<file path="src/rtl/field_unit.sv">
module field_unit #(
  parameter int W = 32
) (
  input  logic [W-1:0] lhs,
  input  logic [W-1:0] rhs,
  input  logic [W-1:0] fld_reg,
  input  logic [W-1:0] kconst,
  input  logic         use_const,
  output logic [W-1:0] result,
  output logic         desc_err
);
  localparam int CW = $clog2(W) + 1;
  localparam logic [CW-1:0] FULL = CW'(W);

  logic [W-1:0]   ctl;
  logic [CW-1:0]  raw_s, raw_m, s_eff, m_eff;
  logic           ins;
  logic [2*W-1:0] funnel;
  logic [W-1:0]   shifted, mask_m, mask_s, keep;

  assign ctl   = use_const ? kconst : fld_reg;
  assign raw_s = ctl[CW-1:0];
  assign raw_m = ctl[2*CW-1:CW];
  assign ins   = ctl[2*CW];

  assign s_eff    = (raw_s > FULL) ? FULL : raw_s;
  assign m_eff    = (raw_m > FULL) ? FULL : raw_m;
  assign desc_err = (raw_s > FULL) || (raw_m > FULL);

  assign funnel  = {lhs, rhs} << s_eff;
  assign shifted = funnel[2*W-1:W];

  assign mask_m = ~({W{1'b1}} << m_eff);
  assign mask_s = ~({W{1'b1}} << s_eff);
  assign keep   = ins ? (rhs & ~(mask_m ^ mask_s)) : '0;

  assign result = (shifted & mask_m) | keep;

  always_comb begin
    if (s_eff == '0 && m_eff == FULL && !ins)
      AST_PASS_LEFT: assert (result == lhs) else $error("left pass");
    if (s_eff == FULL && m_eff == FULL)
      AST_PASS_RIGHT: assert (result == rhs) else $error("right pass");
    if (m_eff == '0 && !ins)
      AST_ZERO_WIDTH: assert (result == '0) else $error("zero width");
    if (!ins && m_eff < FULL)
      AST_HIGH_CLEAR: assert ((result >> m_eff) == '0) else $error("high bits");
    if (desc_err)
      AST_ERR_CLAMP: assert (s_eff == FULL || m_eff == FULL) else $error("clamp");
  end
endmodule

</file>
<file path="config.mk">
export PLATFORM = sky130hd
export DESIGN_NAME = field_unit
export DESIGN_NICKNAME = d
export VERILOG_FILES = /design/src/rtl/field_unit.sv
export SDC_FILE = /design/constraint.sdc
export NUM_CORES = 1
export LEC_CHECK = 0
export BUFFER_PORTS_ARGS = -buffer_cell sky130_fd_sc_hd__buf_2
export CAP_MARGIN = 20
export CORE_AREA = 2 2 84 126
export DETAILED_ROUTE_END_ITERATION = 12
export DIE_AREA = 0 0 86 128
export PLACE_DENSITY = 0.82
export SETUP_SLACK_MARGIN = 0.4
export SLEW_MARGIN = 15
export SYNTH_ARGS = -nofsm -noshare
export SYNTH_HDL_FRONTEND = slang
export SYNTH_SLANG_ARGS = --single-unit
</file>
<file path="constraint.sdc">
create_clock -name vclk -period 3.8
set_clock_uncertainty 0.15 [all_clocks]
set_input_delay 0.57 -clock vclk [all_inputs]
set_output_delay 0.57 -clock vclk [all_outputs]
set_load 0.005 [all_outputs]
</file>
==> results.sh, run 1 <==
export IMPL_synth_seq_area_share_pct=0
export IMPL_grt_overflow_total=117
export IMPL_gp_congestion=1.11
export IMPL_status="stopped before the end"
export IMPL_synth_compound_area_share_pct=35.8
export IMPL_synth_cell_type_count=80
export IMPL_die_w_um=86
export IMPL_rows=45
export IMPL_syn_inst=790
export IMPL_holdBufCountCts=0
export IMPL_die_y_um=128
export IMPL_synth_top_family_by_area="compound AO/OA/AOI/OAI gates"
export IMPL_dp_hpwl_um=23100
export IMPL_io_buffers=124
export IMPL_synthAdderAreaFrac_pct=0
export IMPL_initial_core_util_pct=53.3
export IMPL_grt_max_degree=33
export IMPL_error="[ERROR GRT-0232] Routing congestion too high. Check the congestion heatmap in the GUI."
export IMPL_synth_mux_area_share_pct=28.1
export IMPL_io_pins=162
export IMPL_synth_nets=919
export IMPL_synth_xor_area_share_pct=3.79
export IMPL_syn_area_per_cell_um2=6.72
export IMPL_yosys_area_share_simple_pct=25.3
export IMPL_track_usage_pct=73.7
export IMPL_ys_warnings_count=0
export IMPL_haltStage="global routing"
export IMPL_netlist_area_mm2=0.00531
==> cell usage after synthesis, types with 16 or more instances <==
library cell / instances / area (um^2)
clkbuf_1: 23 / 86.3
mux2i_1: 111 / 1110
o21ai_0: 50 / 250
mux2_2: 25 / 282
o22ai_1: 24 / 150
nor2_1: 71 / 267
nor3_1: 28 / 140
nand3_1: 39 / 195
a31oi_1: 16 / 100
xnor2_1: 20 / 175
buf_2: 16 / 80.1
nand2_1: 119 / 447
a21oi_1: 37 / 185
==> logic make-up after synthesis <==
logic type / count (synthesis)
AOI/OAI and AO/OA: 264
xor gates and xnor gates: 23
buffers and inverters: 64
muxes: 142
and+or+nand+nor: 297
==> through the flow <==
step / setup TNS (ps) / setup WS [ps] / cells / instance area, um^2 / utilization, %
CTS: 0 / 179 / 1158 / 7930 / 79.6
global placement: -38.4 / -29.3 / 1132 / 7050 / 70.7
detailed placement: -103 / -87.3 / 1132 / 7050 / 70.7
floorplan: 0 / 410 / 790 / 5310 / -
==> per-layer routing <==
metal	overflow	global-route usage [%]
met5	0	10.0
met4	48	76.6
met3	0	51.3
met2	67	96.0
met1	2	72.1
==> repair_timing <==
item / in CTS
pin swaps: 30
cloned: 5
setup buffers: 21
gates resized for setup: 135
setup endpoints to repair: 32
==> inputs of run 2 (changes only) <==
--- a/config.mk
+++ b/config.mk
@@ -7,11 +7,10 @@
 export LEC_CHECK = 0
 export BUFFER_PORTS_ARGS = -buffer_cell sky130_fd_sc_hd__buf_2
 export CAP_MARGIN = 20
-export CORE_AREA = 2 2 84 126
+export CORE_AREA = 2 2 119 121
 export DETAILED_ROUTE_END_ITERATION = 12
-export DIE_AREA = 0 0 86 128
-export PLACE_DENSITY = 0.82
-export SETUP_SLACK_MARGIN = 0.4
+export DIE_AREA = 0 0 121 123
+export PLACE_DENSITY_LB_ADDON = 0.15
 export SLEW_MARGIN = 15
 export SYNTH_ARGS = -nofsm -noshare
 export SYNTH_HDL_FRONTEND = slang
==> results.sh, run 2 <==
export IMPL_hold_violations=0
export IMPL_area_delta_synth_final_pct=49.4
export IMPL_yosysMostFrequentCell="nand2_1"
export IMPL_drc=0
export IMPL_routed_wl_met2_um=13800
export IMPL_crit_chain="buf_4 > buf_8 > or3b_4 > nand2_8 > buf_8 > buf_16 > buf_6 > mux2i_2 > mux2_4 > mux2_4 > o211ai_1 > a31oi_1 > buf_2"
export IMPL_startpoint_type="input port"
export IMPL_die_y_um=123
export IMPL_cp_required_ps=3080
export IMPL_multiInputGateArea_mm2=0.00536
export IMPL_fin_crit_ps=3790
export IMPL_pre_cts_ws_ps=-78.8
export IMPL_synthAdderAreaFrac_pct=0
export IMPL_wl_met1_um=12600
export IMPL_core_mm2=0.0136
export IMPL_synth_mux_area_share_pct=28.1
export IMPL_firstDrtPassIters=6
export IMPL_slew_viol_final=0
export IMPL_worst_slew_pin_slew_ps=611
export IMPL_critPathKind="input port to output port"
export IMPL_routed_via_count=8102
export IMPL_slowest_stage="or3b_4"
export IMPL_post_route_period_util_pct=99.9
export IMPL_power_density_mw_per_mm2=206
export IMPL_dp_hpwl_um=24600
export IMPL_ys_warnings_count=0
export IMPL_yosys_area_share_simple_pct=25.3
export IMPL_critPathBufInv=6
export IMPL_drt_iter0_drc=1024
export IMPL_die_area_mm2=0.0149
export IMPL_synth_compound_area_share_pct=35.8
export IMPL_arrival_ps=3070
export IMPL_relSlewSlack_pct=58.8
export IMPL_syn_area_per_cell_um2=6.72
export IMPL_setup_ws_ps=5.48
export IMPL_status="finished, final reports clean"
export IMPL_grt_pass1_wl_um=44500
export IMPL_yosysTopAreaCellShare_pct=20.9
export IMPL_final_area_mm2=0.00793
export IMPL_rows=43
export IMPL_n_antenna_cell=0
export IMPL_seq_cells=0
export IMPL_grt_overflow_total=0
export IMPL_synth_cell_type_count=80
export IMPL_synth_top_family_by_area="compound AO/OA/AOI/OAI gates"
export IMPL_placed_area_mm2=0.00717
export IMPL_cp_depth=13
export IMPL_syn_inst=790
export IMPL_synth_xor_area_share_pct=3.79
export IMPL_holdPathStages=4
export IMPL_track_usage_pct=39.4
export IMPL_rsz0062_at_grt="yes"
export IMPL_fill_cells=1346
export IMPL_synth_nets=919
export IMPL_routed_wl_met3_um=3460
export IMPL_wl_per_cell_um=25.8
export IMPL_wirelength_um=31600
export IMPL_ant_nets=0
export IMPL_highest_signal_layer="met4"
export IMPL_drive_above_1_share_pct=40.6
export IMPL_fmaxAchievable_mhz=264
export IMPL_most_common_layout_cells="162 x buf_4, 123 x buf_2, 116 x nand2_1"
export IMPL_synth_area_top_cells="mux2i_1 21%, nand2_1 8.4%, mux2_2 5.3%"
export IMPL_crit_family="buffers and inverters"
export IMPL_final_nets=1174
export IMPL_min_path_type="input port to output port"
export IMPL_critPathMaxStageDelay_ps=420
export IMPL_finalSetupViolations=0
export IMPL_critPathCaptureType="output port"
export IMPL_synth_seq_area_share_pct=0
export IMPL_io_buffers=124
export IMPL_cp_max_fo=8
export IMPL_netlist_area_mm2=0.00531
export IMPL_die_w_um=121
export IMPL_antenna_found_initial=0
export IMPL_io_pins=162
export IMPL_holdBufCountCts=0
export IMPL_gp_congestion=1.03
export IMPL_initial_core_util_pct=39.0
export IMPL_final_common_cell="buf_4"
export IMPL_synth_area_leader_cell="mux2i_1"
export IMPL_synth_common_cells="119 x nand2_1, 111 x mux2i_1, 71 x nor2_1, 50 x o21ai_0, 39 x nand3_1"
export IMPL_whs_ps=1280
export IMPL_grt_pass1_vias=7333
export IMPL_max_cap_viol_count=0
export IMPL_grt_max_degree=32
export IMPL_power_leakage_uw=0.00352
export IMPL_regArea_um2=0
export IMPL_clock_buffer_count=0
export IMPL_avgViaCountPerCell=6.62
export IMPL_ir_drop_v=0.000118
-- run 2: cells by family after synthesis --
logic type | after synthesis
AND/OR/NAND/NOR | 297
AO/OA/AOI/OAI | 264
multiplexers | 142
buffers and inverters | 64
XOR/XNOR | 23
-- run 2: where the power goes --
part	internal (uW)	leakage [uW]	switching, uW
logic	719	0.00352	915
registers	0	0	0
clock network	0	0	0
-- run 2: final timing paths --
check                  from          to  slack, ps
setup / recovery  use_const  result[24]          5
hold / removal       rhs[0]   result[0]       1280
-- run 2: through the flow --
| stage | setup TNS [ps] | cells | power, uW | utilization, % |
|---|---|---|---|---|
| global placement | -328 | 1204 | 1420 | 52.7 |
| CTS | 0 | 1206 | 1440 | 53.4 |
| global route | -134 | 1223 | 1700 | 58.3 |
| detailed placement | -409 | 1204 | 1410 | 52.7 |
| finish | 0 | 1223 | 1630 | 58.3 |
| floorplan | 0 | 790 | 751 | - |
-- run 2: what timing repair did --
| action | 4_1_cts | 5_1_grt |
|---|---|---|
| gates cloned | 1 | 6 |
| setup endpoints to repair | 15 | 30 |
| pin swaps | 2 | 27 |
| gates resized for setup | 12 | 96 |
| setup buffers | 1 | 11 |
-- run 2: per-layer routing --
layer  vias up  GRT usage [%]
li1       3584              -
met1      3762           52.9
met2       611           64.4
met3       145           5.26
met4         0           14.5
met5         -              0
-- run 2: final cells by class --
cell class	instances	area share, %
repair buffers	312	29.4
well taps	180	2.84
multi-input cells	726	67.6
inverters	5	0.237
Note: power is estimated with default switching activity, not from simulation.
==> inputs of run 3 (changes only) <==
--- a/config.mk
+++ b/config.mk
@@ -5,11 +5,12 @@
 export SDC_FILE = /design/constraint.sdc
 export NUM_CORES = 1
 export LEC_CHECK = 0
+export ABC_AREA = 1
 export BUFFER_PORTS_ARGS = -buffer_cell sky130_fd_sc_hd__buf_2
-export CAP_MARGIN = 20
-export CORE_AREA = 2 2 119 121
+export CAP_MARGIN = 40
+export CORE_AREA = 2 2 118 120
 export DETAILED_ROUTE_END_ITERATION = 12
-export DIE_AREA = 0 0 121 123
+export DIE_AREA = 0 0 120 122
 export PLACE_DENSITY_LB_ADDON = 0.15
 export SLEW_MARGIN = 15
 export SYNTH_ARGS = -nofsm -noshare
==> results.sh, run 3 <==
export IMPL_synth_common_cells="481 x nand2_1, 265 x nand3_1, 91 x inv_1, 59 x o21ai_1, 49 x o21ai_0"
export IMPL_grt_pass1_vias=6986
export IMPL_p_sw_uw=907
export IMPL_hold_violations=0
export IMPL_place_detailed_instances=1451
export IMPL_critPathMaxStageDelay_ps=420
export IMPL_final_nets=1402
export IMPL_area_delta_synth_final_pct=19.1
export IMPL_syn_area_per_cell_um2=4.48
export IMPL_crit_family="compound AO/OA/AOI/OAI gates"
export IMPL_clock_buffer_count=0
export IMPL_netlist_area_mm2=0.00523
export IMPL_gp_congestion=0.971
export IMPL_multiInputGateArea_mm2=0.00452
export IMPL_firstDrtPassIters=6
export IMPL_synth_compound_area_share_pct=17.1
export IMPL_drc=0
export IMPL_yosys_area_share_simple_pct=68.3
export IMPL_most_common_layout_cells="481 x nand2_1, 265 x nand3_1, 124 x buf_2"
export IMPL_io_buffers=124
export IMPL_post_route_period_util_pct=95.4
export IMPL_post_cts_resize_count=0
export IMPL_ir_drop_v=0.000118
export IMPL_synth_top_family_by_area="simple AND/OR/NAND/NOR gates"
export IMPL_synth_seq_area_share_pct=0
export IMPL_pwr_share_comb_pct=100.0
export IMPL_track_usage_pct=32.7
export IMPL_holdPathStages=4
export IMPL_fill_cells=1656
export IMPL_power_switching_share_pct=66.1
export IMPL_p_seq_share_pct=0
export IMPL_grt_overflow_total=0
export IMPL_arrival_ps=2900
export IMPL_regArea_um2=0
export IMPL_grt_pass1_wl_um=38000
export IMPL_dp_hpwl_um=19900
export IMPL_drt_iter0_drc=813
export IMPL_pre_cts_ws_ps=105
export IMPL_final_common_cell="nand2_1"
export IMPL_die_area_mm2=0.0146
export IMPL_setup_ws_ps=176
export IMPL_syn_inst=1168
export IMPL_avgViaCountPerCell=5.53
export IMPL_routed_via_count=8030
export IMPL_synth_nets=1297
export IMPL_holdCritStartpoint="rhs[22]"
export IMPL_die_y_um=122
export IMPL_finalPower_uw=1370
export IMPL_grt_max_degree=63
export IMPL_ant_nets=0
export IMPL_wl_per_cell_um=17.1
export IMPL_post_cts_buffers=0
export IMPL_wirelength_um=24800
export IMPL_finalSetupTns_ps=0
export IMPL_crit_chain="buf_2 > buf_4 > or2_2 > o21ai_1 > nand2_1 > o21ai_2 > nand2_1 > inv_2 > nand2_1 > a21oi_1 > o21ai_0 > inv_2 > nand2_1 > nand2_1 > buf_2"
export IMPL_synth_area_top_cells="nand2_1 35%, nand3_1 25%, inv_1 6.5%"
export IMPL_fmaxAchievable_mhz=276
export IMPL_crit_top_cell="nand2_1"
export IMPL_io_pins=162
export IMPL_holdBufCountCts=0
export IMPL_power_density_mw_per_mm2=221
export IMPL_yosysMostFrequentCell="nand2_1"
export IMPL_critPathBufInv=5
export IMPL_synth_mux_area_share_pct=0
export IMPL_slowest_stage="a21oi_1"
export IMPL_initial_core_util_pct=38.7
export IMPL_max_cap_viol_count=0
export IMPL_p_clk_share_pct=0
export IMPL_grtUsageMet3_pct=2.25
export IMPL_antenna_found_initial=0
export IMPL_fin_crit_ps=3620
export IMPL_worst_slew_pin_slew_ps=467
export IMPL_seq_cells=0
export IMPL_status="finished, final reports clean"
export IMPL_core_mm2=0.0135
export IMPL_min_path_type="input port to output port"
export IMPL_rows=43
export IMPL_stdcell_count=1451
export IMPL_relSlewSlack_pct=68.9
export IMPL_grt_use_met2_pct=52.2
export IMPL_cp_required_ps=3080
export IMPL_critPathKind="input port to output port"
export IMPL_synth_cell_type_count=39
export IMPL_synth_area_leader_cell="nand2_1"
export IMPL_cp_max_fo=8
export IMPL_slew_viol_final=0
export IMPL_hold_end="result[22]"
export IMPL_die_w_um=120
export IMPL_finalSetupViolations=0
export IMPL_startpoint_type="input port"
export IMPL_grt_busiest_layer="met2"
export IMPL_yosysTopAreaCellShare_pct=34.5
export IMPL_grtUsageMet1_pct=46.3
export IMPL_n_antenna_cell=0
export IMPL_synth_xor_area_share_pct=0.670
export IMPL_critPathCaptureType="output port"
export IMPL_power_leakage_uw=0.00356
export IMPL_drive_above_1_share_pct=16.4
export IMPL_p_int_uw=466
export IMPL_rsz0062_at_grt="no"
export IMPL_synthAdderAreaFrac_pct=0
export IMPL_ys_warnings_count=0
## run 3: final cells by class
| type | instances | share of cell area, % |
|---|---|---|
| inverters | 107 | 6.49 |
| repair buffers | 170 | 17.2 |
| well taps | 180 | 3.62 |
| multi-input cells | 994 | 72.6 |
## run 3: metal layers
metal	wire length, um	share of wire, %	vias to the layer above
met5	0	0	-
li1	-	-	4027
met1	11000	44	3568
met2	10700	43	382
met4	1090	4.4	0
met3	1980	8.0	53
## run 3: metrics by stage
stage | cell area, um^2 | hold slack (ps) | util (%)
3_5_place_dp | 6210 | 1320 | 46.0
3_3_place_gp | 6210 | 1320 | 46.0
2_1_floorplan | 5230 | 1100 | -
5_1_grt | 6220 | 1360 | 46.1
6_report | 6220 | 1320 | 46.1
4_1_cts | 6210 | 1320 | 46.0
## run 3: power groups by stage
stage	clock [uW]	combinational, uW	sequential, uW
CTS	0	1350	0
global route	0	1520	0
detailed placement	0	1340	0
finish	0	1370	0
floorplan	0	858	0
global placement	0	1340	0
## run 3: logic make-up after synthesis
logic type | Yosys count
xor gates and xnor gates | 4
and+or+nand+nor | 829
AOI/OAI and AO/OA | 161
buffers and inverters | 174
## run 3: worst min-delay path, cell delays in order
cell	delay, ps
buf_2	100
nand3_1	70
nand2_1	60
buf_2	100
## run 3: worst max-delay path by stage
| stage | start | endpoint | slack (ps) | depth (start not counted) |
|---|---|---|---|---|
| global route | use_const | result[18] | 4 | 16 |
| CTS | use_const | result[24] | 90 | 18 |
| floorplan | use_const | result[13] | 890 | 15 |
| detailed placement | use_const | result[24] | 100 | 18 |
| global placement | use_const | result[24] | 130 | 18 |
| finish | use_const | result[29] | 180 | 15 |
